--- src/rtl/pcs_pkg.sv ---
package pcs_pkg;
  localparam int unsigned N_STEPS    = 4;
  localparam int unsigned BIT_CLAMP  = 0;
  localparam int unsigned BIT_EARLY  = 1;
  localparam int unsigned BIT_CORE   = 2;
  localparam int unsigned BIT_PHYRST = 3;
endpackage

--- src/rtl/pcs_refcnt.sv ---
module pcs_refcnt #(
  parameter int unsigned CNT_W = 8
) (
  input  logic             clk,
  input  logic             rst_n,
  input  logic             en_i,
  input  logic             dis_i,
  input  logic             busy_i,
  output logic [CNT_W-1:0] cnt_o,
  output logic             go_up_o,
  output logic             go_dn_o,
  output logic             err_unbal_o,
  output logic             err_ovf_o
);
  localparam logic [CNT_W-1:0] CNT_MAX = '1;
  localparam logic [CNT_W-1:0] CNT_ONE = CNT_W'(1);

  logic [CNT_W-1:0] cnt_q;
  logic             unbal_q, ovf_q;
  logic             take_en, take_dis;

  assign take_en  = en_i & ~dis_i & ~busy_i;
  assign take_dis = dis_i & ~en_i & ~busy_i;

  always_ff @(posedge clk) begin
    if (!rst_n) begin
      cnt_q   <= '0;
      unbal_q <= 1'b0;
      ovf_q   <= 1'b0;
    end else begin
      unbal_q <= 1'b0;
      ovf_q   <= 1'b0;
      if (take_en) begin
        if (cnt_q == CNT_MAX) ovf_q <= 1'b1;
        else                  cnt_q <= cnt_q + CNT_ONE;
      end
      if (take_dis) begin
        if (cnt_q == '0) unbal_q <= 1'b1;
        else             cnt_q   <= cnt_q - CNT_ONE;
      end
    end
  end

  assign cnt_o       = cnt_q;
  assign go_up_o     = take_en & (cnt_q == '0);
  assign go_dn_o     = take_dis & (cnt_q == CNT_ONE);
  assign err_unbal_o = unbal_q;
  assign err_ovf_o   = ovf_q;

  p_unbal_r6: assert property (@(posedge clk) disable iff (!rst_n)
    (dis_i && !en_i && !busy_i && cnt_q == '0) |=> (unbal_q && cnt_q == '0));
  p_ovf_sat_r8: assert property (@(posedge clk) disable iff (!rst_n)
    (en_i && !dis_i && !busy_i && cnt_q == CNT_MAX) |=> (ovf_q && cnt_q == CNT_MAX));
  p_busy_hold_r7: assert property (@(posedge clk) disable iff (!rst_n)
    busy_i |=> ($stable(cnt_q) && !unbal_q && !ovf_q));
  p_inc_r4: assert property (@(posedge clk) disable iff (!rst_n)
    (en_i && !dis_i && !busy_i && cnt_q != '0 && cnt_q != CNT_MAX)
      |=> (cnt_q == $past(cnt_q) + CNT_ONE));
  p_both_r9: assert property (@(posedge clk) disable iff (!rst_n)
    (en_i && dis_i) |=> ($stable(cnt_q) && !unbal_q && !ovf_q));
endmodule

--- src/rtl/pcs_stepper.sv ---
module pcs_stepper #(
  parameter int unsigned SETTLE = 16
) (
  input  logic clk,
  input  logic rst_n,
  input  logic go_i,
  input  logic go_dn_i,
  output logic busy_o,
  output logic act_o,
  output logic [$clog2(pcs_pkg::N_STEPS)-1:0] act_k_o,
  output logic dn_o,
  output logic done_o
);
  localparam int unsigned STEP_W = $clog2(pcs_pkg::N_STEPS);
  localparam int unsigned TMR_W  = (SETTLE < 2) ? 1 : $clog2(SETTLE);
  localparam logic [TMR_W-1:0]  TMR_LOAD  = TMR_W'(SETTLE - 1);
  localparam logic [STEP_W-1:0] STEP_LAST = STEP_W'(pcs_pkg::N_STEPS - 1);

  logic              busy_q, dir_q, done_q;
  logic [TMR_W-1:0]  tmr_q;
  logic [STEP_W-1:0] step_q;

  always_ff @(posedge clk) begin
    if (!rst_n) begin
      busy_q <= 1'b0;
      dir_q  <= 1'b0;
      done_q <= 1'b0;
      tmr_q  <= '0;
      step_q <= '0;
    end else begin
      done_q <= 1'b0;
      if (go_i) begin
        busy_q <= 1'b1;
        dir_q  <= go_dn_i;
        step_q <= STEP_W'(1);
        tmr_q  <= TMR_LOAD;
      end else if (busy_q) begin
        if (tmr_q != '0) begin
          tmr_q <= tmr_q - TMR_W'(1);
        end else if (step_q == STEP_LAST) begin
          busy_q <= 1'b0;
          done_q <= 1'b1;
        end else begin
          step_q <= step_q + STEP_W'(1);
          tmr_q  <= TMR_LOAD;
        end
      end
    end
  end

  assign busy_o  = busy_q;
  assign done_o  = done_q;
  assign act_o   = go_i | (busy_q & (tmr_q == '0));
  assign act_k_o = go_i ? '0 : step_q;
  assign dn_o    = go_i ? go_dn_i : dir_q;

  p_go_idle_r7: assert property (@(posedge clk) disable iff (!rst_n)
    go_i |-> !busy_q);
  p_done_ends_r2: assert property (@(posedge clk) disable iff (!rst_n)
    $fell(busy_q) |-> done_q);
  p_done_idle_r3: assert property (@(posedge clk) disable iff (!rst_n)
    done_q |-> !busy_q);
endmodule

--- src/rtl/pwr_clamp_seq.sv ---
module pwr_clamp_seq #(
  parameter int unsigned CNT_W  = 8,
  parameter int unsigned SETTLE = 16
) (
  input  logic             clk,
  input  logic             rst_n,
  input  logic             en_req,
  input  logic             dis_req,
  output logic [2:0]       iso_ctrl,
  output logic             phy_rst,
  output logic             busy,
  output logic             done,
  output logic [CNT_W-1:0] use_count,
  output logic             err_unbal,
  output logic             err_ovf
);
  import pcs_pkg::*;
  localparam int unsigned PAD_W  = N_STEPS;
  localparam int unsigned STEP_W = $clog2(N_STEPS);

  logic              go_up, go_dn, act, dn;
  logic [STEP_W-1:0] act_k;
  logic [PAD_W-1:0]  pad_q, pad_d;

  pcs_refcnt #(.CNT_W(CNT_W)) u_cnt (
    .clk(clk), .rst_n(rst_n), .en_i(en_req), .dis_i(dis_req), .busy_i(busy),
    .cnt_o(use_count), .go_up_o(go_up), .go_dn_o(go_dn),
    .err_unbal_o(err_unbal), .err_ovf_o(err_ovf)
  );

  pcs_stepper #(.SETTLE(SETTLE)) u_step (
    .clk(clk), .rst_n(rst_n), .go_i(go_up | go_dn), .go_dn_i(go_dn),
    .busy_o(busy), .act_o(act), .act_k_o(act_k), .dn_o(dn), .done_o(done)
  );

  // Bit i is released at step i going up and re-applied at step N-1-i going down.
  for (genvar i = 0; i < PAD_W; i++) begin : g_pad
    always_comb begin
      pad_d[i] = pad_q[i];
      if (act && !dn && act_k == STEP_W'(i))
        pad_d[i] = 1'b0;
      else if (act && dn && act_k == STEP_W'(PAD_W - 1 - i))
        pad_d[i] = 1'b1;
    end
  end

  always_ff @(posedge clk) begin
    if (!rst_n) pad_q <= '1;
    else        pad_q <= pad_d;
  end

  assign iso_ctrl = {pad_q[BIT_CORE], pad_q[BIT_EARLY], pad_q[BIT_CLAMP]};
  assign phy_rst  = pad_q[BIT_PHYRST];

  p_order_r10: assert property (@(posedge clk) disable iff (!rst_n)
    (pad_q == 4'b1111) || (pad_q == 4'b1110) || (pad_q == 4'b1100) ||
    (pad_q == 4'b1000) || (pad_q == 4'b0000));
  p_up_first_r2: assert property (@(posedge clk) disable iff (!rst_n)
    go_up |=> (iso_ctrl == 3'b110 && phy_rst));
  p_dn_first_r3: assert property (@(posedge clk) disable iff (!rst_n)
    go_dn |=> (iso_ctrl == 3'b000 && phy_rst));
  p_quiet_inc_r4: assert property (@(posedge clk) disable iff (!rst_n)
    (en_req && !dis_req && !busy && use_count != '0) |=> $stable(pad_q));
  p_quiet_dec_r5: assert property (@(posedge clk) disable iff (!rst_n)
    (dis_req && !en_req && !busy && use_count > CNT_W'(1)) |=> $stable(pad_q));
endmodule

--- config.mk ---
export PLATFORM = sky130hd
export DESIGN_NAME = pwr_clamp_seq
export DESIGN_NICKNAME = d
export VERILOG_FILES = /design/src/rtl/pcs_pkg.sv /design/src/rtl/pcs_refcnt.sv /design/src/rtl/pcs_stepper.sv /design/src/rtl/pwr_clamp_seq.sv
export SDC_FILE = /design/constraint.sdc
export NUM_CORES = 1
export LEC_CHECK = 0
export BUFFER_PORTS_ARGS = -buffer_cell sky130_fd_sc_hd__clkbuf_2
export CAP_MARGIN = 5
export CORE_MARGIN = 3
export CORE_UTILIZATION = 50
export DETAILED_ROUTE_END_ITERATION = 12
export PLACE_DENSITY = 0.82
export SYNTH_ARGS = -nofsm -noshare
export SYNTH_HDL_FRONTEND = slang
export SYNTH_SLANG_ARGS = --single-unit
--- constraint.sdc ---
create_clock -name clk -period 1.7 [get_ports clk]
set_input_delay 0.17 -clock clk [delete_from_list [all_inputs] [get_ports clk]]
set_output_delay 0.17 -clock clk [all_outputs]
set_load 0.02 [all_outputs]
Yosys cells after proc, flatten, opt, wreduce, memory -nomap -nowiden
Index checks and enable logic that the tools add are counted.
{ "word_totals": {"ff_bits": 23, "latchBits": 0, "mem_bits_rw": 0, "romBits": 0, "in_bits": 4, "out_inout_bits": 16, "wordCells": 97, "memories": 0} }
{ "classes": {"add_sub_neg": 4, "multipliers": 0, "div_mod_pow": 0, "magnitude_cmp": 0, "eq_ne": 9, "n_shift": 0, "n_mux": 29, "n_bitwise": 15, "reduce_logical": 27} }
{ "op_table": {"columns": ["cell", "count"], "rows": [
  ["two-way mux 8 bit", 4],
  ["two-way mux 1 bit", 20],
  ["two-way mux 4 bit", 4],
  ["logical AND 1 bit", 10],
  ["nonzero test 2 bit", 5],
  ["adder 8 x 1 -> 8 bit, second input constant", 1],
  ["equality test 8 x 1 -> 1 bit, second input constant", 1],
  ["equality test 8 bit, second input constant", 1],
  ["logical NOT 8 bit", 1],
  ["subtractor 8 x 1 -> 8 bit, second input constant", 1],
  ["bitwise AND 1 bit", 7],
  ["equality test 2 bit, second input constant", 3],
  ["inverter 1 bit", 6],
  ["AND reduction 2 bit", 3],
  ["AND reduction 3 bit", 2],
  ["logical NOT 4 bit", 1],
  ["inequality test 2 x 1 -> 1 bit, second input constant", 2],
  ["nonzero test 4 bit", 1],
  ["OR reduction 4 bit", 1],
  ["subtractor 4 x 1 -> 4 bit, second input constant", 1],
  ["inequality test 3 x 1 -> 1 bit, second input constant", 1],
  ["adder 2 x 1 -> 2 bit, second input constant", 1],
  ["equality test 2 x 1 -> 1 bit, second input constant", 1],
  ["logical NOT 2 bit", 1],
  ["other kinds (4)", 5]
]} }

Logic depth before layout (Yosys ltp)
Gate-level depths: netlist of the first run.
{ "logic_depth": {"ltp_word": 10, "depth_mapped": 6, "depth_no_buf": 6} }

Modules after synthesis
From an unflattened synthesis of the first run, not the netlist that was laid out.
{ "unflattened": {"hier_cells": 156, "hier_area_um2": 1437.6} }
{ "by_module_without_submodules": {"columns": ["mod", "instances", "cells_per_inst", "area_per_inst_um2", "seq_area_each_um2"], "rows": [
  ["pcs_refcnt", 1, 82, 724.4, 200.2],
  ["pcs_stepper", 1, 51, 493.0, 180.2],
  ["pwr_clamp_seq", 1, 23, 220.2, 80.1]
]} }

Worst setup path before layout of the first run
Ideal clock, no wire load.
{ "synth_timing": {"path_kind": "reg-to-reg", "start": "register u_cnt.cnt_q[7], in the netlist u_cnt.cnt_o[7]", "end": "register pad_q[0]", "setup_ns": 0.144, "arrival_ns": 1.801, "required_ns": 1.556, "path_slack_ns": -0.245, "stages_incl_launch_ff": 6, "n_path_buf": 1, "period_less_slack_ns": 1.945, "cell_sequence": "dfxtp_1 buf_6 or4_4 a2111oi_4 a2bb2oi_2 o221ai_1"} }
{ "synth_via": {"elab_chain_cells": 8, "word_cells_on_any_way": 17, "cone_classes": "eq/ne: 2; mux: 3; bitwise: 4; reduce/logical: 8"} }
{ "synth_lines": {"columns": ["element", "line", "rtl"], "rows": [
  ["start: declaration", "pcs_refcnt.sv:18", "logic [CNT_W-1:0] cnt_q;"],
  ["start signal: assignment", "pcs_refcnt.sv:35", "else cnt_q <= cnt_q + CNT_ONE;"],
  ["start signal: assignment", "pcs_refcnt.sv:39", "else cnt_q <= cnt_q - CNT_ONE;"],
  ["equality test 8 x 1 -> 1 bit / logical NOT 8 bit (equally long branches)", "pcs_refcnt.sv:46, pcs_refcnt.sv:45", null],
  ["bitwise AND 1 bit (on tied branches)", "pcs_refcnt.sv:46, pcs_refcnt.sv:45", null],
  ["OR 1 bit", "pwr_clamp_seq.sv:32", ".clk(clk), .rst_n(rst_n), .go_i(go_up | go_dn), .go_dn_i(go_dn),"],
  ["two-way mux 1 bit", null, null],
  ["logical NOT 1 bit", "pwr_clamp_seq.sv:40", "if (act && !dn && act_k == STEP_W'(i))"],
  ["logical AND 1 bit (2 in series)", "pwr_clamp_seq.sv:40", null],
  ["two-way mux 1 bit / nonzero test 2 bit (equally long branches)", null, null],
  ["end signal: assignment", "pwr_clamp_seq.sv:49", "else pad_q <= pad_d;"],
  ["end: declaration", "pwr_clamp_seq.sv:23", "logic [PAD_W-1:0] pad_q, pad_d;"]
]} }
Several ways; a longest one is shown, not always the timed one.
A chain may end at the register's enable or synchronous reset.

Final worst setup path of the first run
{ "layout_timing": {"start": "register u_cnt.cnt_q[5], in the netlist u_cnt.cnt_o[5]", "end": "register pad_q[0]"} }
Same word-level chain as after synthesis.

==> impl_metrics.prom, run 1 <==
# TYPE chip_impl_metric gauge
chip_impl_metric{name="drt_pre_antenna_iters",unit=""} 4
chip_impl_metric{name="clock_transition_at_the_registers_of_the_reported_paths",unit="ns"} 0.13
chip_impl_info{name="r2r_start",value="u_cnt.cnt_o[5]"} 1
chip_impl_metric{name="postLayoutSetupSlackWorst",unit="ns"} -0.0492
chip_impl_info{name="crit_family",value="simple AND/OR/NAND/NOR gates"} 1
chip_impl_metric{name="cts_buffer_depth",unit=""} 2
chip_impl_metric{name="cap_violations",unit=""} 0
chip_impl_metric{name="pin_count_of_the_biggest_net_entering_global_routing",unit=""} 14
chip_impl_metric{name="clock_tree.htree_level_count",unit=""} 1
chip_impl_metric{name="critical_path.max_fanout",unit=""} 3
chip_impl_metric{name="netSwitchingPower",unit="W"} 0.00108
chip_impl_metric{name="power.leakage",unit="nW"} 0.728
chip_impl_info{name="setup.worst_path.start_class",value="flop"} 1
chip_impl_metric{name="top_level_ports",unit=""} 20
chip_impl_metric{name="final_nets",unit=""} 212
chip_impl_metric{name="power.share.clock",unit=""} 0.105
chip_impl_metric{name="drt_iter0_markers",unit=""} 98
chip_impl_info{name="critical_path.cell_chain",value="or4_4 -> a2111oi_4 -> buf_4 -> a2bb2oi_4 -> o221ai_2"} 1
chip_impl_info{name="outcome",value="complete, but fails checks"} 1
chip_impl_metric{name="internal-power",unit="W"} 0.00144
chip_impl_info{name="clock-root-buffer",value="clkbuf_4"} 1
chip_impl_metric{name="synthesis.area",unit="um^2"} 1380
chip_impl_metric{name="synth_fp_nets",unit=""} 172
chip_impl_metric{name="drive_above_1_share",unit=""} 0.361
chip_impl_metric{name="place_worst_setup_slack",unit="ns"} -0.0751
chip_impl_metric{name="final_cells",unit=""} 232
chip_impl_metric{name="worst-endpoint-arrival",unit="ns"} 1.95
chip_impl_metric{name="syn2layout_area_growth",unit="%"} 27.6
chip_impl_metric{name="finalHoldViolCount",unit=""} 0
chip_impl_metric{name="floorplan.initialDensity",unit=""} 0.541
chip_impl_metric{name="avgRoutedWirePerCell",unit="um"} 18.0
chip_impl_metric{name="post_drt_via_cell_ratio",unit=""} 6.42
chip_impl_metric{name="drc_errors",unit=""} 0
chip_impl_metric{name="synthesis.instances",unit=""} 163
chip_impl_metric{name="path_buf_inv",unit=""} 1
chip_impl_info{name="tritoncts",value="done"} 1
chip_impl_metric{name="synth_seq_cells",unit=""} 23
chip_impl_metric{name="row_count",unit=""} 18
chip_impl_metric{name="switching_share",unit=""} 0.430
chip_impl_metric{name="fmaxAchievable",unit="GHz"} 0.572
chip_impl_metric{name="final_core_util",unit=""} 0.690
chip_impl_metric{name="dpl-instance-area",unit="um^2"} 1640
chip_impl_metric{name="finalHoldWorstSlack",unit="ns"} 0.189
chip_impl_metric{name="clock_insertion_delay_worst_skew",unit="ns"} 0.33
chip_impl_metric{name="wl",unit="um"} 4170
chip_impl_metric{name="number_of_global_route_vias_before_repair",unit=""} 1424
chip_impl_metric{name="min_period_over_period",unit=""} 1.03
chip_impl_metric{name="finalWorstPathRequiredPeriod",unit="ns"} 1.75
chip_impl_metric{name="antenna_found_initial",unit=""} 0
chip_impl_metric{name="tightestPinTransition",unit="ns"} 0.414
chip_impl_info{name="worst_hold_path_type",value="input port to flop"} 1
chip_impl_metric{name="peakVddDrop",unit="mV"} 1.22
chip_impl_metric{name="grt_overflow_total",unit=""} 0
chip_impl_metric{name="comb_power_share",unit=""} 0.576
chip_impl_metric{name="relSlewSlack",unit=""} 0.724
chip_impl_metric{name="synth_cell_types",unit=""} 53
chip_impl_info{name="end_kind",value="flop"} 1
chip_impl_metric{name="cts.sinks",unit=""} 23
chip_impl_metric{name="dieArea",unit="um^2"} 3420
chip_impl_metric{name="number_of_synthesized_flops_with_an_enable_pin",unit=""} 0
chip_impl_metric{name="cellPowerDensity",unit="nW/um^2"} 1430
chip_impl_metric{name="critPathMaxStageDelay",unit="ns"} 0.57
chip_impl_metric{name="post_cts_hold_buffer_count",unit=""} 0
chip_impl_metric{name="place.detailed.instances",unit=""} 225
chip_impl_metric{name="dpl.hpwl",unit="um"} 2840
chip_impl_metric{name="pwr-share-seq",unit=""} 0.319
chip_impl_metric{name="antenna_cells_inserted",unit=""} 0
chip_impl_metric{name="track_usage",unit=""} 0.247
chip_impl_metric{name="ys_async_sr_fraction",unit=""} 0
chip_impl_info{name="criticalPathCategory",value="flop to flop"} 1
chip_impl_metric{name="design.core.area",unit="um^2"} 2540
chip_impl_info{name="critical-path-slowest-cell",value="or4_4"} 1
chip_impl_metric{name="die_height",unit="um"} 58.5
chip_impl_info{name="holdCritStartpoint",value="rst_n"} 1
chip_impl_metric{name="clock-skew-final",unit="ns"} 0.0105
chip_impl_metric{name="design_area",unit="um^2"} 1760
chip_impl_metric{name="dr_total_vias",unit=""} 1490
chip_impl_metric{name="tritoncts.num_buffers",unit=""} 3
chip_impl_info{name="dominantRegCellSynth",value="dfxtp_1"} 1
chip_impl_metric{name="ant_nets",unit=""} 0
chip_impl_info{name="crit_start",value="u_cnt.cnt_o[5]"} 1
chip_impl_info{name="violated_checks",value="setup timing"} 1
chip_impl_metric{name="yosys_warnings",unit=""} 0
chip_impl_metric{name="placement.io_buffers",unit=""} 19
chip_impl_info{name="unrepaired_setup_endpoints_after_global_routing",value="true"} 1
chip_impl_metric{name="grt_pass1_wl",unit="um"} 6430
chip_impl_metric{name="sequential_to_total_area_share_from_yosys_stat",unit=""} 0.335
chip_impl_metric{name="post_synth.cell_area_avg",unit="um^2"} 8.44
chip_impl_metric{name="critical_path_required_time",unit="ns"} 1.90
chip_impl_metric{name="setup_viols_final",unit=""} 1
chip_impl_metric{name="gp_congestion",unit=""} 0.896
chip_impl_metric{name="die_w",unit="um"} 58.5
chip_impl_metric{name="final_max_slew_viol_count",unit=""} 0
worst min-delay path, delay by kind of cell:
family / cells / cell delay, ns
simple gates: 2 / 0.17
buf+inv: 1 / 0.15
cells in the mapped netlist (2+ instances only):
master	number	area (um^2)
dfxtp_1	23	460
a31oi_1	3	18.8
nor2b_1	2	12.5
a32oi_1	2	17.5
o21ai_0	6	30.0
buf_2	2	10.0
nand3b_1	2	15.0
nand4_1	6	37.5
o21a_1	6	45.0
o311ai_0	2	17.5
and2_1	3	18.8
nand2b_1	4	25.0
inv_1	10	37.5
nand3_1	5	25.0
a21oi_1	6	30.0
clkbuf_1	5	18.8
ha_1	5	62.6
nor3_1	8	40.0
nor2_1	9	33.8
o211ai_1	4	30.0
mux2i_1	4	40.0
nand2_1	15	56.3
sequential cells by signal (all words and copies together), names as in the netlist:
register / cells
pad_q: 4
u_cnt.cnt_o: 8
u_cnt.err_ovf_o: 1
u_cnt.err_unbal_o: 1
u_step.busy_o: 1
u_step.dir_q: 1
u_step.done_o: 1
u_step.step_q: 2
u_step.tmr_q: 4
power by group through the flow:
stage / clock network, W / logic [W] / registers (W)
4_1_cts: 0.000261 / 0.00132 / 0.000787
2_1_floorplan: 0 / 0.000731 / 0.000856
5_1_grt: 0.000280 / 0.00156 / 0.000819
3_5_place_dp: 0 / 0.00125 / 0.000793
6_report: 0.000265 / 0.00145 / 0.000803
3_3_place_gp: 0 / 0.00118 / 0.000778
routing by layer:
layer / track usage / up-vias / wire length (um)
met5: 0 / - / 0
met4: 0.142 / 0 / 174
met3: 0.0439 / 26 / 306
met2: 0.424 / 90 / 2100
met1: 0.285 / 692 / 1590
li1: - / 682 / -
final cells by class:
type	count	area [um^2]
Tap cell	30	37.5
Multi-Input combinational cell	121	897
Inverter	10	37.5
Timing Repair Buffer	44	290
Clock buffer	4	26.3
Fill cell	196	788
Sequential cell	23	468
layout by cell type (no fill, tap or decap), types with 2 or more instances in the layout:
cell type,n
nand2b_1,4
o21ai_1,2
nand2_1,15
dfxtp_1,17
o311ai_0,2
nor2_1,9
a21oi_1,5
o211ai_1,4
clkbuf_2,19
and3_2,2
buf_6,2
mux2i_1,4
o21a_1,5
clkbuf_4,3
buf_4,23
a31oi_1,3
nand3_1,5
ha_1,2
and2_1,3
ha_2,3
o21ai_0,4
dfxtp_2,6
inv_1,9
nor2b_1,2
nand3b_1,2
nor3b_2,2
nand4_1,6
nor3_1,8
stage by stage:
stage          power, W  TNS (ns)
3_5_place_dp    0.00204    -0.285
4_1_cts         0.00237         0
2_1_floorplan   0.00159     -1.10
5_1_grt         0.00266    -0.508
3_3_place_gp    0.00196   -0.0580
6_report        0.00252   -0.0492
kinds of logic (layout without fill, tap and decap cells):
family	after synthesis	in the layout	share of synthesized area
XOR/XNOR	1	1	0.00636
multiplexers	4	4	0.0291
buffers and inverters	19	58	0.0618
AND/OR/NAND/NOR	66	66	0.265
flip-flops	23	23	0.335
AO/OA/AOI/OAI	45	45	0.258
adder cells (fa/ha/maj)	5	5	0.0455
worst paths after layout:
kind / end / cells after the start / slack (ns)
worst min register to register: u_step.dir_q / 2 / 0.50
worst max-delay path: pad_q[0] / 5 / -0.05
worst min-delay path: u_cnt.err_ovf_o / 3 / 0.19
worst max register to register: pad_q[0] / 5 / -0.05
timing repair:
item,CTS,global route
resized for setup,6,14
pin swaps,7,7
setup endpoints to repair,12,16
buffers inserted,1,3
Power figures use the tool's default switching activity.
==> inputs of run 2 (changes only) <==
--- a/config.mk
+++ b/config.mk
@@ -5,12 +5,14 @@
 export SDC_FILE = /design/constraint.sdc
 export NUM_CORES = 1
 export LEC_CHECK = 0
+export ABC_AREA = 1
 export BUFFER_PORTS_ARGS = -buffer_cell sky130_fd_sc_hd__clkbuf_2
 export CAP_MARGIN = 5
 export CORE_MARGIN = 3
-export CORE_UTILIZATION = 50
+export CORE_UTILIZATION = 51
 export DETAILED_ROUTE_END_ITERATION = 12
-export PLACE_DENSITY = 0.82
+export PLACE_DENSITY = 0.83
+export SLEW_MARGIN = 10
 export SYNTH_ARGS = -nofsm -noshare
 export SYNTH_HDL_FRONTEND = slang
 export SYNTH_SLANG_ARGS = --single-unit
==> impl_metrics.prom, run 2 <==
# TYPE chip_impl_metric gauge
chip_impl_metric{name="synth_cell_types",unit=""} 27
chip_impl_metric{name="drt_pre_antenna_iters",unit=""} 4
chip_impl_metric{name="tightestPinTransition",unit="ns"} 0.494
chip_impl_metric{name="syn2layout_area_growth",unit="%"} 16.2
chip_impl_info{name="outcome",value="complete, no violations"} 1
chip_impl_metric{name="antenna_cells_inserted",unit=""} 0
chip_impl_metric{name="tritoncts.num_buffers",unit=""} 3
chip_impl_metric{name="dieArea",unit="um^2"} 3470
chip_impl_info{name="critical-path-slowest-cell",value="dfxtp_4"} 1
chip_impl_metric{name="worst-endpoint-arrival",unit="ns"} 1.81
chip_impl_info{name="end_kind",value="flop"} 1
chip_impl_metric{name="largest_register_ff_count",unit=""} 8
chip_impl_metric{name="peakVddDrop",unit="mV"} 0.738
chip_impl_metric{name="yosys_warnings",unit=""} 0
chip_impl_metric{name="post_cts_hold_buffer_count",unit=""} 0
chip_impl_metric{name="netlist.area_leader.share",unit=""} 0.322
chip_impl_info{name="post_synth_most_frequent_cells",value="50 x nand2_1, 28 x nor2_1, 24 x inv_1, 23 x dfxtp_1, 13 x nand3_1"} 1
chip_impl_metric{name="dpl.hpwl",unit="um"} 2220
chip_impl_metric{name="track_usage",unit=""} 0.179
chip_impl_info{name="synth.largest_area_cell",value="dfxtp_1"} 1
chip_impl_info{name="tritoncts",value="done"} 1
chip_impl_metric{name="dr_total_vias",unit=""} 1420
chip_impl_info{name="criticalPathCategory",value="flop to flop"} 1
chip_impl_info{name="worst_hold_path_type",value="input port to flop"} 1
chip_impl_metric{name="cellPowerDensity",unit="nW/um^2"} 1190
chip_impl_metric{name="antenna_found_initial",unit=""} 0
chip_impl_metric{name="relSlewSlack",unit=""} 0.670
chip_impl_metric{name="drc_errors",unit=""} 0
chip_impl_metric{name="number_of_synthesized_flops_with_an_enable_pin",unit=""} 0
chip_impl_info{name="yosys.cell_count.top_type",value="nand2_1"} 1
chip_impl_metric{name="postLayoutSetupSlackWorst",unit="ns"} 0.123
chip_impl_info{name="dominantRegCellSynth",value="dfxtp_1"} 1
chip_impl_metric{name="power.leakage",unit="nW"} 0.825
chip_impl_metric{name="ys_async_sr_fraction",unit=""} 0
chip_impl_info{name="setup.worst_path.start_class",value="flop"} 1
chip_impl_metric{name="synth_fp_nets",unit=""} 220
chip_impl_metric{name="clock_tree.htree_level_count",unit=""} 1
chip_impl_metric{name="design_area",unit="um^2"} 1660
chip_impl_metric{name="die_height",unit="um"} 58.9
chip_impl_metric{name="synth_seq_cells",unit=""} 23
chip_impl_metric{name="clock_transition_at_the_registers_of_the_reported_paths",unit="ns"} 0.14
chip_impl_metric{name="pin_count_of_the_biggest_net_entering_global_routing",unit=""} 16
chip_impl_metric{name="final_cells",unit=""} 268
chip_impl_metric{name="die_w",unit="um"} 58.9
chip_impl_metric{name="post_drt_via_cell_ratio",unit=""} 5.30
chip_impl_info{name="clock-root-buffer",value="clkbuf_4"} 1
chip_impl_info{name="critical_path.cell_chain",value="inv_2 -> ha_4 -> nand2_4 -> nor2_4 -> nand3_4 -> nand2_4 -> nor2_4 -> nor2_4 -> nand2_1 -> nand2_1 -> nand2_1"} 1
chip_impl_metric{name="design.core.area",unit="um^2"} 2570
chip_impl_metric{name="grt_pass1_wl",unit="um"} 4840
chip_impl_info{name="mostFrequentLayoutCell",value="nand2_1"} 1
chip_impl_info{name="layout_common_cells",value="50 x nand2_1, 27 x nor2_1, 21 x inv_1"} 1
chip_impl_metric{name="final_max_slew_viol_count",unit=""} 0
chip_impl_metric{name="clock-skew-final",unit="ns"} 0.00656
chip_impl_metric{name="place.detailed.instances",unit=""} 258
chip_impl_metric{name="critPathMaxStageDelay",unit="ns"} 0.39
chip_impl_metric{name="drive_above_1_share",unit=""} 0.261
chip_impl_metric{name="post_synth.cell_area_avg",unit="um^2"} 6.77
chip_impl_metric{name="final_nets",unit=""} 248
chip_impl_metric{name="dpl-instance-area",unit="um^2"} 1550
chip_impl_metric{name="synthesis.instances",unit=""} 211
chip_impl_metric{name="cts_buffer_depth",unit=""} 2
chip_impl_metric{name="grt_overflow_total",unit=""} 0
chip_impl_metric{name="drt_iter0_markers",unit=""} 46
chip_impl_metric{name="placement.io_buffers",unit=""} 19
chip_impl_metric{name="finalHoldViolCount",unit=""} 0
chip_impl_metric{name="synthesis.area",unit="um^2"} 1430
chip_impl_metric{name="ant_nets",unit=""} 0
chip_impl_metric{name="setup_viols_final",unit=""} 0
chip_impl_metric{name="sequential_to_total_area_share_from_yosys_stat",unit=""} 0.322
chip_impl_metric{name="place_worst_setup_slack",unit="ns"} 0.0340
chip_impl_metric{name="cap_violations",unit=""} 0
chip_impl_metric{name="number_of_global_route_vias_before_repair",unit=""} 1209
chip_impl_metric{name="gp_congestion",unit=""} 0.905
chip_impl_metric{name="wl",unit="um"} 3220
chip_impl_metric{name="finalWorstPathRequiredPeriod",unit="ns"} 1.58
chip_impl_metric{name="row_count",unit=""} 18
chip_impl_metric{name="floorplan.initialDensity",unit=""} 0.557
chip_impl_metric{name="critical_path.max_fanout",unit=""} 6
chip_impl_metric{name="cts.sinks",unit=""} 23
chip_impl_metric{name="critical_path_required_time",unit="ns"} 1.93
chip_impl_metric{name="clock_insertion_delay_worst_skew",unit="ns"} 0.32
chip_impl_info{name="synth_top_area_cells",value="dfxtp_1 32%, nand2_1 13%, nor2_1 7.4%"} 1
chip_impl_metric{name="avgRoutedWirePerCell",unit="um"} 12.0
chip_impl_metric{name="min_period_over_period",unit=""} 0.928
chip_impl_metric{name="fmaxAchievable",unit="GHz"} 0.634
chip_impl_metric{name="timing.setup.tns",unit="ns"} 0
chip_impl_metric{name="finalHoldWorstSlack",unit="ns"} 0.172
chip_impl_metric{name="top_level_ports",unit=""} 20
## run 2: cell count changes after synthesis, moves of 6 or more
cell	before	now
nand2_2	0	6
nand3_1	5	13
nor2_1	9	28
inv_1	10	24
nand2_1	15	50
## run 2: cells by family (layout without fill, tap and decap cells)
family	Yosys count	after routing	share of synthesized area
AOI/OAI and AO/OA	28	28	0.108
adders and majority gates	5	5	0.0438
buffers and inverters	32	59	0.0858
xor gates and xnor gates	3	3	0.0184
and+or+nand+nor	120	120	0.422
DFF	23	23	0.322
## run 2: path summary, 6_finish.rpt
| kind | slack (ns) | cells after the start | endpoint | from |
|---|---|---|---|---|
| max | 0.12 | 11 | pad_q[3] | u_cnt.cnt_o[0] |
| max reg2reg | 0.12 | 11 | pad_q[3] | u_cnt.cnt_o[0] |
| min reg2reg | 0.46 | 2 | pad_q[3] | pad_q[3] |
| min | 0.17 | 3 | u_cnt.cnt_o[1] | rst_n |
## run 2: per-stage QoR
| stage | util | power, W |
|---|---|---|
| after floorplan | - | 0.00142 |
| after global placement | 0.605 | 0.00158 |
| after detailed placement | 0.605 | 0.00160 |
| after CTS | 0.615 | 0.00186 |
| after global routing | 0.647 | 0.00212 |
| final | 0.647 | 0.00197 |
## run 2: report_power, final
group | leakage (nW) | switching (W) | total (W) | internal [W]
sequential | 0.189 | 0.000115 | 0.000749 | 0.000634
clock | 0.0177 | 0.000181 | 0.000269 | 0.0000883
combinational | 0.618 | 0.000599 | 0.000954 | 0.000355
## run 2: critical path: cells and delay by family, from the launching register on
kind          cells  cell delay [ns]
simple gates      9             0.83
flops             1             0.39
buf+inv           1             0.10
fa+ha+maj         1             0.16
## run 2: layer usage
layer | global-route usage | vias up | routed length, um
li1 | - | 735 | -
met1 | 0.238 | 633 | 1500
met2 | 0.287 | 44 | 1490
met3 | 0.0351 | 8 | 182
met4 | 0.0647 | 0 | 47
met5 | 0 | - | 0
## run 2: area by class of cell
| cell class | instances | area (um^2) |
|---|---|---|
| fill | 242 | 907 |
| inverter | 30 | 114 |
| multi-input combinational | 156 | 875 |
| tap | 30 | 37.5 |
| clock buffer | 3 | 22.5 |
| sequential | 23 | 467 |
| timing repair buffer | 25 | 140 |
| clock inverter | 1 | 5.00 |
## run 2: repair_timing
action | 4_1_cts | 5_1_grt
setup buffers | 0 | 6
gates resized for setup | 0 | 13
setup endpoints to repair | 0 | 17
